`src/rtl/fuse_secded_dec.sv`:
```
module fuse_secded_dec #(
  parameter int NB = 10,
  parameter int DW = 20,
  parameter int CW = 6
) (
  input  logic             clk,
  input  logic             rst_n,
  input  logic             load,
  input  logic [NB-1:0]    ecc_en,
  input  logic [NB*DW-1:0] fuse_data,
  input  logic [NB*CW-1:0] fuse_chk,
  input  logic [NB-1:0]    clr_se,
  input  logic [NB-1:0]    clr_de,
  input  logic             irq_mask_we,
  input  logic             irq_mask_d,
  input  logic [DW-1:0]    gen_data,
  output logic [CW-1:0]    gen_chk,
  output logic [NB*DW-1:0] dout,
  output logic [NB*CW-1:0] syn,
  output logic [NB-1:0]    se_flag,
  output logic [NB-1:0]    de_flag,
  output logic             irq
);

  function automatic logic [CW-1:0] col_code(input int k);
    int n;
    col_code = '0;
    n = 0;
    for (int v = 0; v < (1 << CW); v++) begin
      if ($countones(v[CW-1:0]) == 3) begin
        if (n == k) col_code = v[CW-1:0];
        n++;
      end
    end
  endfunction

  function automatic logic [CW-1:0] chk_of(input logic [DW-1:0] d);
    chk_of = '0;
    for (int i = 0; i < DW; i++)
      if (d[i]) chk_of ^= col_code(i);
  endfunction

  function automatic logic [DW-1:0] fix_of(input logic [DW-1:0] d, input logic [CW-1:0] s);
    fix_of = d;
    for (int i = 0; i < DW; i++)
      if (s == col_code(i)) fix_of[i] = ~d[i];
  endfunction

  logic [NB*DW-1:0] dec_data;
  logic [NB*CW-1:0] dec_syn;
  logic [NB-1:0]    dec_sgl, dec_dbl;
  logic             mask_q;

  assign gen_chk = chk_of(gen_data);

  for (genvar b = 0; b < NB; b++) begin : g_bank
    logic [DW-1:0] raw;
    logic [CW-1:0] s;
    logic          odd, heavy;
    assign raw   = fuse_data[b*DW +: DW];
    assign s     = chk_of(raw) ^ fuse_chk[b*CW +: CW];
    assign odd   = ^s;
    assign heavy = $countones(s) > 3;
    assign dec_data[b*DW +: DW] = ecc_en[b] ? fix_of(raw, s) : raw;
    assign dec_syn[b*CW +: CW]  = ecc_en[b] ? s : '0;
    assign dec_sgl[b] = ecc_en[b] & odd & ~heavy;
    assign dec_dbl[b] = ecc_en[b] & (s != '0) & ~(odd & ~heavy);
  end

  always_ff @(posedge clk or negedge rst_n) begin
    if (!rst_n) begin
      dout    <= '0;
      syn     <= '0;
      se_flag <= '0;
      de_flag <= '0;
      mask_q  <= 1'b1;
    end else begin
      if (load) begin
        dout <= dec_data;
        syn  <= dec_syn;
      end
      se_flag <= (se_flag & ~clr_se) | (load ? dec_sgl : '0);
      de_flag <= (de_flag & ~clr_de) | (load ? dec_dbl : '0);
      if (irq_mask_we) mask_q <= irq_mask_d;
    end
  end

  assign irq = (|(se_flag | de_flag)) & ~mask_q;

endmodule

```
`config.mk`:
```
export PLATFORM = sky130hd
export DESIGN_NAME = fuse_secded_dec
export DESIGN_NICKNAME = d
export VERILOG_FILES = /design/src/rtl/fuse_secded_dec.sv
export SDC_FILE = /design/constraint.sdc
export NUM_CORES = 1
export LEC_CHECK = 0
export BUFFER_PORTS_ARGS = -buffer_cell sky130_fd_sc_hd__buf_4
export CORE_AREA = 2 2 236 238
export CTS_BUF_LIST = sky130_fd_sc_hd__clkbuf_8
export CTS_CLUSTER_SIZE = 24
export DETAILED_ROUTE_END_ITERATION = 7
export DIE_AREA = 0 0 238 240
export SLEW_MARGIN = 20
export SYNTH_ARGS = -nofsm -noshare
export SYNTH_HDL_FRONTEND = slang
export SYNTH_SLANG_ARGS = --single-unit
```
`constraint.sdc`:
```
create_clock -name clk -period 1 [get_ports clk]
set_input_delay 0.05 -clock clk [delete_from_list [all_inputs] [get_ports clk]]
set_output_delay 0.05 -clock clk [all_outputs]
set_load 0.005 [all_outputs]
```
---- Word level (Yosys, flattened, before mapping) ----
Index checks and enable logic that the tools add are counted.
Widths: inputs -> output; s select.
cells by class
  equality and inequality tests ........... 4171
  multiplexer cells ....................... 9011
  bitwise logic cells ..................... 498
  order comparisons ....................... 10
  add/sub/neg operators ................... 4010
  reductions and logical operators ........ 230
operators with widths
  cell                   number
  $mux 32                4180
  $add 32x2->32 const B  3960
  $eq 32x5->1 const B    1672
  $eq 32x4->1 const B    836
  $eq 32x6->1 const B    836
  $mux 6                 3892
  $eq 32x3->1 const B    418
  $eq 32x2->1 const B    209
  $logic_not 32->1       209
  $mux 5                 325
  $mux 4                 402
  $xor 6x6->6            219
  $eq 6x6->1 const B     100
  $eq 6x5->1 const B     60
  $not 1->1              221
  $mux 1                 200
  $mux 20                10
  $eq 6x4->1 const B     30
  $add 1x1->2            30
  $eq 6x3->1 const B     10
  $reduce_bool 6->1      10
  $reduce_xor 6->1       10
  $and 1x1->1            51
  $add 3x2->4            10
  7 further kinds        30
word-level totals
  bits in registers ....................... 281
  bits of input ports ..................... 315
  output and inout bits ................... 287
  logic and storage cells ................. 17935

---- Logic depth before layout (Yosys ltp) ----
Gate-level depths: netlist (run 1).
  word-level depth ........................ 89
  mapped depth ............................ 11
  gate-level depth less buffers ........... 11

---- Worst setup path after synthesis (run 1) ----
Ideal clock, no wire load.
  kind .................................... input-to-reg
  start ................................... input port fuse_data[147]
  end ..................................... register de_flag[7]
  setup time .............................. 0.076 ns
  buffers on the path ..................... 0
  setup slack ............................. -1.845 ns
  data required time ...................... 0.924 ns
  cell stages on the path ................. 10
  data arrival time ....................... 2.769 ns
  cells stage by stage .................... xor3_1 xnor3_1 xor2_1 inv_1 fa_1 fa_1 ha_1 nand2_1 or3_1 o21ai_1
on the way
  cells in the longest elaborated chain, start to end .. 36
ends and longest elaborated chain
  element               line  text
  start, declared       10    input logic [NB*DW-1:0] fuse_data,
  $mux 6 *              n/a
  $xor 6x6->6           n/a
  $mux 6 *              n/a
  $xor 6x6->6           n/a
  $mux 6 *              n/a
  $xor 6x6->6           n/a
  $mux 6 *              n/a
  $xor 6x6->6           n/a
  [20 not listed]       n/a
  $add 3x2->4           n/a
  $gt 4x2->1            n/a
  $not 1->1             n/a
  $and 1x1->1           n/a
  $not 1->1             n/a
  $and 1x1->1 *         n/a
  $mux 10 *             n/a
  $or 10x10->10 *       n/a
  end signal, assigned  83    de_flag <= (de_flag & ~clr_de) | (load ? dec_dbl : '0);
  end, declared         21    output logic [NB-1:0] de_flag,
Every way passes the cells marked *; elsewhere a longest branch is shown, timed or not.
A chain may end at the register's enable or synchronous reset.

---- Final worst setup path (run 1) ----
  start ................................... input port fuse_data[184]
  end ..................................... register de_flag[9]
on the way
  cells in the longest elaborated chain, start to end .. 42
ends and longest elaborated chain
  element
  $mux 6 *
  $xor 6x6->6
  $mux 6 *
  $xor 6x6->6
  $mux 6 *
  $xor 6x6->6
  $mux 6 *
  $xor 6x6->6
  [26 not listed]
  $add 3x2->4
  $gt 4x2->1
  $not 1->1
  $and 1x1->1
  $not 1->1
  $and 1x1->1 *
  $mux 10 *
  $or 10x10->10 *
Marks and branches as above.

==> flow_metrics.py, run 1 <==
metrics = {
    "flow_run": {
        "drv_cap": 0,
    },
    "power": {
        "p_per_area_nw_per_um2": 2330,
        "p_leak_nw": 17.7,
        "peakVddDrop_uv": 1520,
        "total_power_mw": 93.0,
    },
    "sta": {
        "maxSlewHeadroom_pct": 66.5,
        "setup_viol": 521,
        "rsz0062_at_grt": "true",
        "layout_min_cycle_time_ns": 2.25,
        "final-hold-violation-count": 0,
        "clock-skew-final_ns": 0,
        "postLayoutSetupSlackWorst_ns": -1.25,
        "tightest_slew_ns": 0.499,
        "max_freq_mhz": 445,
        "slew_violations": 0,
        "period_share_pct": 225,
    },
    "route": {
        "vias": 21266,
        "antenna_left": 0,
        "drt_iter0_markers": 1173,
        "wire_per_inst_um": 21.2,
        "first_pass_iters": 5,
        "viasPerCell": 5.00,
        "wl_mm": 90.0,
        "drc": 0,
    },
    "critical_path": {
        "crit_arrival_ns": 2.84,
        "crit_fanout": 2,
        "reg2reg_from": "se_flag[3]",
        "reg2reg_slack_ns": -0.13,
        "cp.required_ns": 1.59,
        "worstReg2RegEnd": "se_flag[3]",
        "worst-setup-path-type": "in -> reg",
        "r2r_cells": 4,
        "start_kind": "input pin",
        "end_kind": "register",
    },
    "synth": {
        "synth.most_common_cell": "dfrtp_1",
        "ys_top_cells_by_count": "dfrtp_1 (280), xor2_1 (275), xnor2_1 (260)",
        "async_flop_share_pct": 100,
        "ys_warn_count": 0,
        "synth_nets": 2555,
        "synth_seq_cells": 281,
        "synth_area_um2": 20900,
        "avgSynthCellArea_um2": 10.0,
        "netlist_instances": 2090,
        "synth.area.top_cells": "dfrtp_1 (33%), xor2_1 (12%), xnor2_1 (11%)",
        "synth-main-ff-cell": "dfrtp_1",
        "yosys.area.top_type": "dfrtp_1",
        "synth.top_cell.area_share_pct": 33.5,
        "yosysSeqAreaShare_pct": 33.6,
        "yosysUniqueCellTypes": 37,
        "synth-edff-count": 0,
    },
    "floorplanning": {
        "start_util_pct": 38.3,
        "die_x_um": 238,
        "fp-row-count": 86,
        "core_area_um2": 54700,
        "dieArea_um2": 57100,
        "die_height_um": 240,
        "ioPinCount": 602,
    },
    "placed_design": {
        "gp_congestion": 0.908,
        "dpl_cell_area_um2": 32100,
        "dpl_worst_slack_ns": -1.89,
        "port_buffers": 601,
        "dp.cells": 3824,
        "place_hpwl_mm": 65.3,
    },
    "cts": {
        "cts.path.max_buffers": 3,
        "clock_latency_ns": 0.66,
        "h-tree-depth": 2,
        "root_buffer": "clkbuf_8",
        "cts_buffers": 53,
        "cts_tree": "built",
        "cts_sinks": 281,
        "clk_pin_slew_ns": 0.06,
    },
    "global_routing": {
        "grt_start_max_net_pins": 64,
        "globalRouteTotalUtil_pct": 29.3,
        "grt_overflow": 0,
        "grt_antenna_before_repair": 5,
        "grt_pass1_vias": 22195,
        "grt_pass1_wl_mm": 128,
    },
    "layout": {
        "fin_area_um2": 39900,
        "syn_to_final_growth_pct": 90.8,
        "fin_cells": 4252,
        "fin_nets": 3968,
        "drive_above_1_share_pct": 53.5,
    },
    "status": {
        "violations": "negative setup slack",
        "outcome": "finished with violations",
    },
    "hold_path": {
        "min_path_type": "in -> async",
    },
}
-- critical path: stages --
cell and delay [ns]:
buf_4 0.11, xnor3_1 0.43, xor2_1 0.20, xnor3_2 0.32
fa_1 0.50, inv_1 0.07, fa_2 0.37, ha_4 0.28
nand2_4 0.04, or3_4 0.33, o21ai_2 0.12
-- per-stage QoR --
stage | setup TNS, ns | utilization, % | hold slack [ns]
5_1_grt | -227.41 | 73.0 | 0.0452
4_1_cts | -218.34 | 68.1 | 0.0117
6_report | -203.18 | 73.0 | 0.0419
3_3_place_gp | -308.26 | 58.8 | -0.0916
2_1_floorplan | -188.72 | - | -0.246
3_5_place_dp | -314.37 | 58.8 | -0.0922
-- per-layer routing --
metal  track usage [%]  vias up  share of wire [%]
met5                 0        -              0.047
met4              11.8        6                4.6
met3              6.04      207                6.2
met2              50.9      767                 50
met1              35.6    10489                 39
li1                  -     9797                  -
-- flip-flops by register name, indices dropped and copies added, names as in the netlist --
register,cells
syn,60
se_flag,10
mask_q,1
dout,200
de_flag,10
-- what timing repair did --
action | CTS | global route
hold buffers | 244 | 0
pin swaps | 148 | 393
setup buffers | 47 | 78
setup endpoints to repair | 517 | 567
endpoints found under the hold margin | 550 | 0
resized for setup | 230 | 422
-- kinds of logic after synthesis --
| group | Yosys count | share of synthesized area [%] |
|---|---|---|
| flops | 281 | 33.6 |
| mux | 1 | 0.0538 |
| xor+xnor | 637 | 33.2 |
| compound gates | 302 | 8.12 |
| simple gates | 496 | 11.3 |
| fa+ha+maj | 150 | 9.68 |
| buf+inv | 223 | 4.00 |
-- power breakdown --
group	switching, mW	internal, mW	leakage, nW
Sequential	1.59	13.4	3.28
Clock	5.45	7.43	0.664
Combinational	31.0	34.0	13.7
Total	38.1	54.9	17.7
-- cell type report --
| type | instances | area [µm²] |
|---|---|---|
| antenna | 2 | 5.00 |
| clock buffer | 68 | 936 |
| clock inverter | 30 | 275 |
| fill | 3677 | 14700 |
| inverter | 141 | 597 |
| multi-input combinational | 1586 | 17800 |
| sequential | 281 | 7030 |
| tap | 704 | 881 |
| timing repair buffer | 1440 | 12400 |
-- how the worst max path moves through the flow --
stage / start / end / slack (ns)
after global routing: fuse_data[184] / de_flag[9] / -1.30
after global placement: fuse_data[127] / de_flag[6] / -1.83
after detailed placement: fuse_data[21] / de_flag[1] / -1.89
after floorplan: fuse_data[127] / de_flag[6] / -1.64
after CTS: fuse_data[127] / de_flag[6] / -1.16
final: fuse_data[184] / de_flag[9] / -1.25
-- layout by cell type, fill, tap and decap left out, types with 9 or more instances in the layout --
| cell type | n |
|---|---|
| buf_8 | 24 |
| xor2_2 | 59 |
| xor2_4 | 19 |
| nand4_1 | 82 |
| dfrtp_1 | 280 |
| nand3_4 | 41 |
| dlygate4sd3_1 | 240 |
| fa_1 | 10 |
| a21oi_1 | 189 |
| and3_1 | 10 |
| nand2_1 | 11 |
| o32a_1 | 9 |
| xnor2_1 | 148 |
| inv_4 | 12 |
| fa_2 | 10 |
| a21oi_2 | 13 |
| inv_1 | 95 |
| buf_4 | 988 |
| xnor3_2 | 40 |
| nand3_1 | 19 |
| and2_4 | 20 |
| ha_2 | 17 |
| clkbuf_8 | 68 |
| inv_2 | 39 |
| ha_4 | 105 |
| xnor3_1 | 45 |
| buf_6 | 170 |
| o21ai_1 | 16 |
| xnor2_4 | 43 |
| nor2b_1 | 11 |
| nand3_2 | 68 |
| xnor2_2 | 74 |
| a41oi_2 | 9 |
| buf_12 | 15 |
| nor2_1 | 202 |
| o22ai_1 | 57 |
| xor2_1 | 199 |
Power figures use the tool's default switching activity.
==> run 2: changes to the inputs <==
--- a/config.mk
+++ b/config.mk
@@ -11,6 +11,7 @@
 export CTS_CLUSTER_SIZE = 24
 export DETAILED_ROUTE_END_ITERATION = 7
 export DIE_AREA = 0 0 238 240
+export SETUP_SLACK_MARGIN = 0.5
 export SLEW_MARGIN = 20
 export SYNTH_ARGS = -nofsm -noshare
 export SYNTH_HDL_FRONTEND = slang
==> flow_metrics.py, run 2 (synthesis results as in run 1) <==
metrics = {
    "global_routing": {
        "grt_start_max_net_pins": 57,
        "grt_pass1_wl_mm": 124,
        "grt_antenna_before_repair": 7,
        "globalRouteTotalUtil_pct": 28.3,
        "grt_pass1_vias": 21551,
        "met2_usage_pct": 48.7,
        "grt_busiest_layer": "met2",
        "grt_overflow": 0,
        "met3_usage_pct": 4.87,
        "met1_usage_pct": 34.9,
    },
    "layout": {
        "regMostFlops": "dout",
        "final_cell_mix": "buf_4 (1011), dfrtp_1 (275), nor2_1 (200)",
        "drive_above_1_share_pct": 57.4,
        "largest_reg_flops": 200,
        "syn_to_final_growth_pct": 85.1,
        "seqCellArea_um2": 7040,
        "final_common_cell": "buf_4",
        "num-fill-cells": 3931,
        "fin_nets": 3846,
        "largestRegisters": "dout x200, syn x60",
        "multi_input_comb_area_um2": 17800,
        "post-route-util_pct": 70.9,
    },
    "critical_path": {
        "crit_path_start": "fuse_chk[9]",
        "worstReg2RegEnd": "se_flag[3]",
        "r2r_cells": 4,
        "path_cells": "buf_8 -> xor2_4 -> buf_6 -> xnor2_2 -> xnor3_2 -> fa_1 -> inv_2 -> fa_2 -> ha_4 -> nand2_4 -> or3_1 -> o21ai_1",
        "start_kind": "input pin",
        "reg2reg_slack_ns": -0.19,
        "path_buf_inv": 3,
        "crit_fanout": 2,
        "critPathSlowestCell": "fa_1",
        "end_kind": "register",
        "slowest_delay_ns": 0.54,
        "crit_arrival_ns": 2.81,
        "reg2reg_from": "se_flag[3]",
        "critPathTopFamily": "adder cells",
        "cp.required_ns": 1.56,
        "worst-setup-path-type": "in -> reg",
    },
    "power": {
        "combPwrFrac_pct": 70.2,
        "p_leak_nw": 17.3,
        "total_power_mw": 92.1,
        "peakVddDrop_uv": 1590,
        "p_per_area_nw_per_um2": 2380,
        "netSwitchingPower_mw": 37.1,
        "power.share.sequential_pct": 16.3,
        "swShare_pct": 40.3,
        "power_frac_clock_pct": 13.5,
        "internal-power_mw": 55.0,
    },
    "sta": {
        "tns_ns": -212.37,
        "maxSlewHeadroom_pct": 67.0,
        "final-hold-violation-count": 425,
        "tightest_slew_ns": 0.494,
        "clock-skew-final_ns": 0,
        "slew_violations": 0,
        "rsz0062_at_grt": "true",
        "period_share_pct": 225,
        "setup_viol": 525,
        "postLayoutSetupSlackWorst_ns": -1.25,
        "hold_slack_ns": -0.734,
        "layout_min_cycle_time_ns": 2.25,
        "max_freq_mhz": 444,
    },
    "cts": {
        "cts_sinks": 281,
        "root_buffer": "clkbuf_8",
        "cts_buffers": 54,
        "clk_pin_slew_ns": 0.06,
        "h-tree-depth": 2,
        "cts_tree": "built",
        "clock_latency_ns": 0.64,
        "cts.path.max_buffers": 3,
    },
    "route": {
        "drt_iter0_markers": 953,
        "drc": 0,
        "viasPerCell": 4.92,
        "wire_per_inst_um": 20.3,
        "wl_mm": 83.6,
        "antenna_left": 0,
        "first_pass_iters": 5,
        "vias": 20303,
    },
    "status": {
        "outcome": "finished with violations",
        "violations": "negative hold slack, negative setup slack",
    },
    "placed_design": {
        "gp_congestion": 0.929,
        "port_buffers": 601,
        "place_hpwl_mm": 64.3,
    },
    "floorplanning": {
        "dieArea_um2": 57100,
        "fp-row-count": 86,
        "die_x_um": 238,
        "core_area_um2": 54700,
        "die_height_um": 240,
        "start_util_pct": 38.3,
        "ioPinCount": 602,
    },
    "hold_path": {
        "min_path_type": "in -> async",
    },
    "flow_run": {
        "drv_cap": 0,
    },
}
-- run 2: cell types whose count changed in the layout (fill, tap and decap cells not counted), moves of 7 or more --
cell	previous run	this run
nand3_1	19	12
nand3_4	41	34
xnor2_4	43	52
dlygate4sd3_1	240	58
ha_1	8	16
nand3_2	68	82
ha_4	105	98
buf_12	15	23
xnor2_1	148	139
buf_6	170	198
buf_4	988	1011
-- run 2: layer usage --
layer	vias to the layer above	wire, µm
met3	183	4540
met5	-	13
met4	2	4020
li1	9554	-
met1	9958	33500
met2	606	41500
-- run 2: layout make-up --
class                      count  share of cell area, %
antenna                        6                 0.0388
clock buffer                  64                   2.27
clock inverter                28                  0.665
inverter                     141                   1.48
multi-input combinational   1586                   46.0
sequential                   281                   18.2
tap                          704                   2.27
timing repair buffer        1317                   29.1
-- run 2: timing repair --
action / CTS / global route
endpoints found under the hold margin: 548 / 426
hold buffers: 57 / 1
pin swaps: 432 / 187
buffers inserted: 98 / 31
setup endpoints to repair: 568 / 596
gates resized for setup: 460 / 192
-- run 2: how the worst max path moves through the flow --
stage | endpoint | slack [ns] | cells past startpoint
after floorplan | de_flag[6] | -1.64 | 11
after global placement | de_flag[1] | -1.95 | 12
after detailed placement | de_flag[1] | -1.96 | 12
final | de_flag[1] | -1.25 | 12
after global routing | de_flag[1] | -1.29 | 12
after CTS | irq | -1.14 | 5
-- run 2: power groups by stage --
stage / clock network (mW) / registers [mW] / logic (mW)
after floorplan: 0 / 14.9 / 28.4
final: 12.4 / 15.0 / 64.6
after detailed placement: 0 / 15.1 / 48.9
after global routing: 13.3 / 15.2 / 68.9
after CTS: 12.8 / 15.0 / 59.5
after global placement: 0 / 15.1 / 47.9
-- run 2: metrics by stage --
step | std cells | instance area [µm²] | worst slack, ns
after floorplan | 2090 | 23400 | -1.64
after global placement | 3842 | 32600 | -1.95
after detailed placement | 3842 | 32600 | -1.96
after CTS | 4089 | 37400 | -1.14
after global routing | 4127 | 38700 | -1.29
final | 4127 | 38700 | -1.25
==> run 3: changes to the inputs <==
--- a/config.mk
+++ b/config.mk
@@ -6,11 +6,14 @@
 export NUM_CORES = 1
 export LEC_CHECK = 0
 export BUFFER_PORTS_ARGS = -buffer_cell sky130_fd_sc_hd__buf_4
+export CELL_PAD_IN_SITES_DETAIL_PLACEMENT = 1
+export CELL_PAD_IN_SITES_GLOBAL_PLACEMENT = 1
 export CORE_AREA = 2 2 236 238
 export CTS_BUF_LIST = sky130_fd_sc_hd__clkbuf_8
 export CTS_CLUSTER_SIZE = 24
 export DETAILED_ROUTE_END_ITERATION = 7
 export DIE_AREA = 0 0 238 240
+export PLACE_DENSITY_LB_ADDON = 0.1
 export SETUP_SLACK_MARGIN = 0.5
 export SLEW_MARGIN = 20
 export SYNTH_ARGS = -nofsm -noshare
==> flow_metrics.py, run 3 (synthesis results as in run 1) <==
metrics = {
    "floorplanning": {
        "start_util_pct": 38.3,
        "die_height_um": 240,
        "die_x_um": 238,
        "core_area_um2": 54700,
        "dieArea_um2": 57100,
        "fp-row-count": 86,
        "ioPinCount": 602,
    },
    "placed_design": {
        "dp.cells": 3845,
        "place_hpwl_mm": 72.1,
        "dpl_cell_area_um2": 32600,
        "port_buffers": 601,
        "gp_congestion": 0.925,
    },
    "sta": {
        "tightest_slew_ns": 1.38,
        "maxSlewHeadroom_pct": 7.59,
        "period_share_pct": 267,
        "hold_slack_ns": -0.262,
        "setup_viol": 808,
        "final-hold-violation-count": 177,
        "postLayoutSetupSlackWorst_ns": -1.67,
        "clock-skew-final_ns": 0,
        "layout_min_cycle_time_ns": 2.67,
        "slew_violations": 0,
        "max_freq_mhz": 375,
        "rsz0062_at_grt": "true",
    },
    "power": {
        "p_leak_nw": 17.6,
        "peakVddDrop_uv": 1510,
        "p_per_area_nw_per_um2": 2750,
    },
    "global_routing": {
        "grt_overflow": 0,
        "grt_pass1_wl_mm": 165,
        "grt_antenna_before_repair": 16,
        "globalRouteTotalUtil_pct": 38.5,
        "grt_pass1_vias": 25564,
        "grt_start_max_net_pins": 66,
    },
    "route": {
        "drt_iter0_markers": 2174,
        "drc": 0,
        "viasPerCell": 6.10,
        "vias": 25510,
        "antenna_left": 0,
        "wire_per_inst_um": 36.1,
        "wl_mm": 151,
        "first_pass_iters": 5,
    },
    "cts": {
        "cts_tree": "built",
        "clk_pin_slew_ns": 0.07,
        "h-tree-depth": 2,
        "root_buffer": "clkbuf_8",
        "cts.path.max_buffers": 3,
        "cts_hold_buf": 60,
        "clock_latency_ns": 0.72,
        "cts_buffers": 55,
        "cts_sinks": 281,
    },
    "critical_path": {
        "cp.required_ns": 1.59,
        "cpMostUsedCell": "buf_6",
        "critPathSlowestCell": "xnor3_2",
        "crit_arrival_ns": 3.26,
        "end_kind": "register",
        "critPathTopFamily": "XOR/XNOR gates",
        "crit_fanout": 6,
        "slowest_delay_ns": 0.65,
        "reg2reg_from": "se_flag[7]",
        "r2r_cells": 4,
        "path_buf_inv": 7,
        "path_cells": "buf_8 -> buf_6 -> xor2_4 -> buf_6 -> buf_6 -> xor2_2 -> xnor3_2 -> inv_2 -> buf_6 -> buf_6 -> ha_4 -> and2_4 -> nand3_4 -> xor2_1 -> a21oi_1",
        "worstReg2RegEnd": "se_flag[7]",
        "worst-setup-path-type": "in -> reg",
        "reg2reg_slack_ns": -0.75,
        "start_kind": "input pin",
    },
    "layout": {
        "final_common_cell": "buf_4",
        "regMostFlops": "dout",
        "final_cell_mix": "buf_4 (1057), dfrtp_1 (277), nor2_1 (202)",
        "post-route-util_pct": 72.3,
        "largestRegisters": "dout x200, syn x60",
        "drive_above_1_share_pct": 59.7,
        "syn_to_final_growth_pct": 88.9,
        "fin_cells": 4182,
        "num-fill-cells": 5310,
        "largest_reg_flops": 200,
        "fin_area_um2": 39500,
        "fin_nets": 3887,
    },
    "flow_run": {
        "drv_cap": 0,
    },
    "status": {
        "violations": "negative hold slack, negative setup slack",
        "outcome": "finished with violations",
    },
    "hold_path": {
        "hold_start": "clr_se[3]",
        "min_to": "se_flag[3]",
        "hold_depth": 4,
        "min_path_type": "in -> reg",
    },
}
==> run 3: routing by layer <==
metal	GRT usage [%]	vias up	routed length (µm)
met5	0	-	107
met3	7.81	1015	15800
met2	69.1	2141	70200
met1	42.5	12732	48500
li1	-	9610	-
met4	21.9	12	16300
==> run 3: how the worst max path moves through the flow <==
stage                         from    endpoint  slack [ns]  cells after the start
floorplan           fuse_data[127]  de_flag[6]       -1.64                     11
global placement     fuse_data[39]  de_flag[1]       -1.96                     12
detailed placement   fuse_data[39]  de_flag[1]       -2.07                     12
CTS                  fuse_data[28]  de_flag[1]       -1.18                     11
global route         fuse_data[39]    dout[25]       -1.72                     13
finish              fuse_data[173]   dout[175]       -1.67                     15
==> run 3: timing repair <==
item	in CTS	in global routing
setup endpoints to repair	568	849
pin swaps	373	223
buffers inserted	106	58
resized for setup	451	272
endpoints found under the hold margin	554	195
==> run 3: area by class of cell <==
cell class                      count  area, µm²  share of cell area, %
Clock buffer                       69        950                   2.40
Multi-Input combinational cell   1586      18200                   46.1
Tap cell                          704        881                   2.23
Sequential cell                   281       7040                   17.8
Clock inverter                     29        196                  0.497
Inverter                          141        607                   1.53
Timing Repair Buffer             1357      11600                   29.3
Antenna cell                       15       37.5                 0.0949
==> run 3: worst reg2reg max path, delay by kind of cell, from the launching register on <==
kind                   cells  cell delay [ns]
AO/OA/AOI/OAI              2             0.25
buffers and inverters      1             0.14
flip-flops                 1             0.39
AND/OR/NAND/NOR            1             0.87
==> run 3: stage by stage <==
stage / TNS, ns / setup WS, ns / power (mW) / hold slack [ns]
finish: -378.27 / -1.67 / 109 / -0.262
CTS: -228.42 / -1.18 / 89.4 / -0.305
floorplan: -188.72 / -1.64 / 43.2 / -0.246
global route: -388.30 / -1.72 / 110 / -0.252
global placement: -306.57 / -1.96 / 63.5 / -0.114
detailed placement: -324.45 / -2.07 / 65.9 / -0.110
==> run 3: where the power goes <==
group	internal (mW)	total [mW]	switching [mW]
Sequential	13.4	15.7	2.23
Clock	6.74	13.4	6.63
Combinational	37.8	79.7	41.9
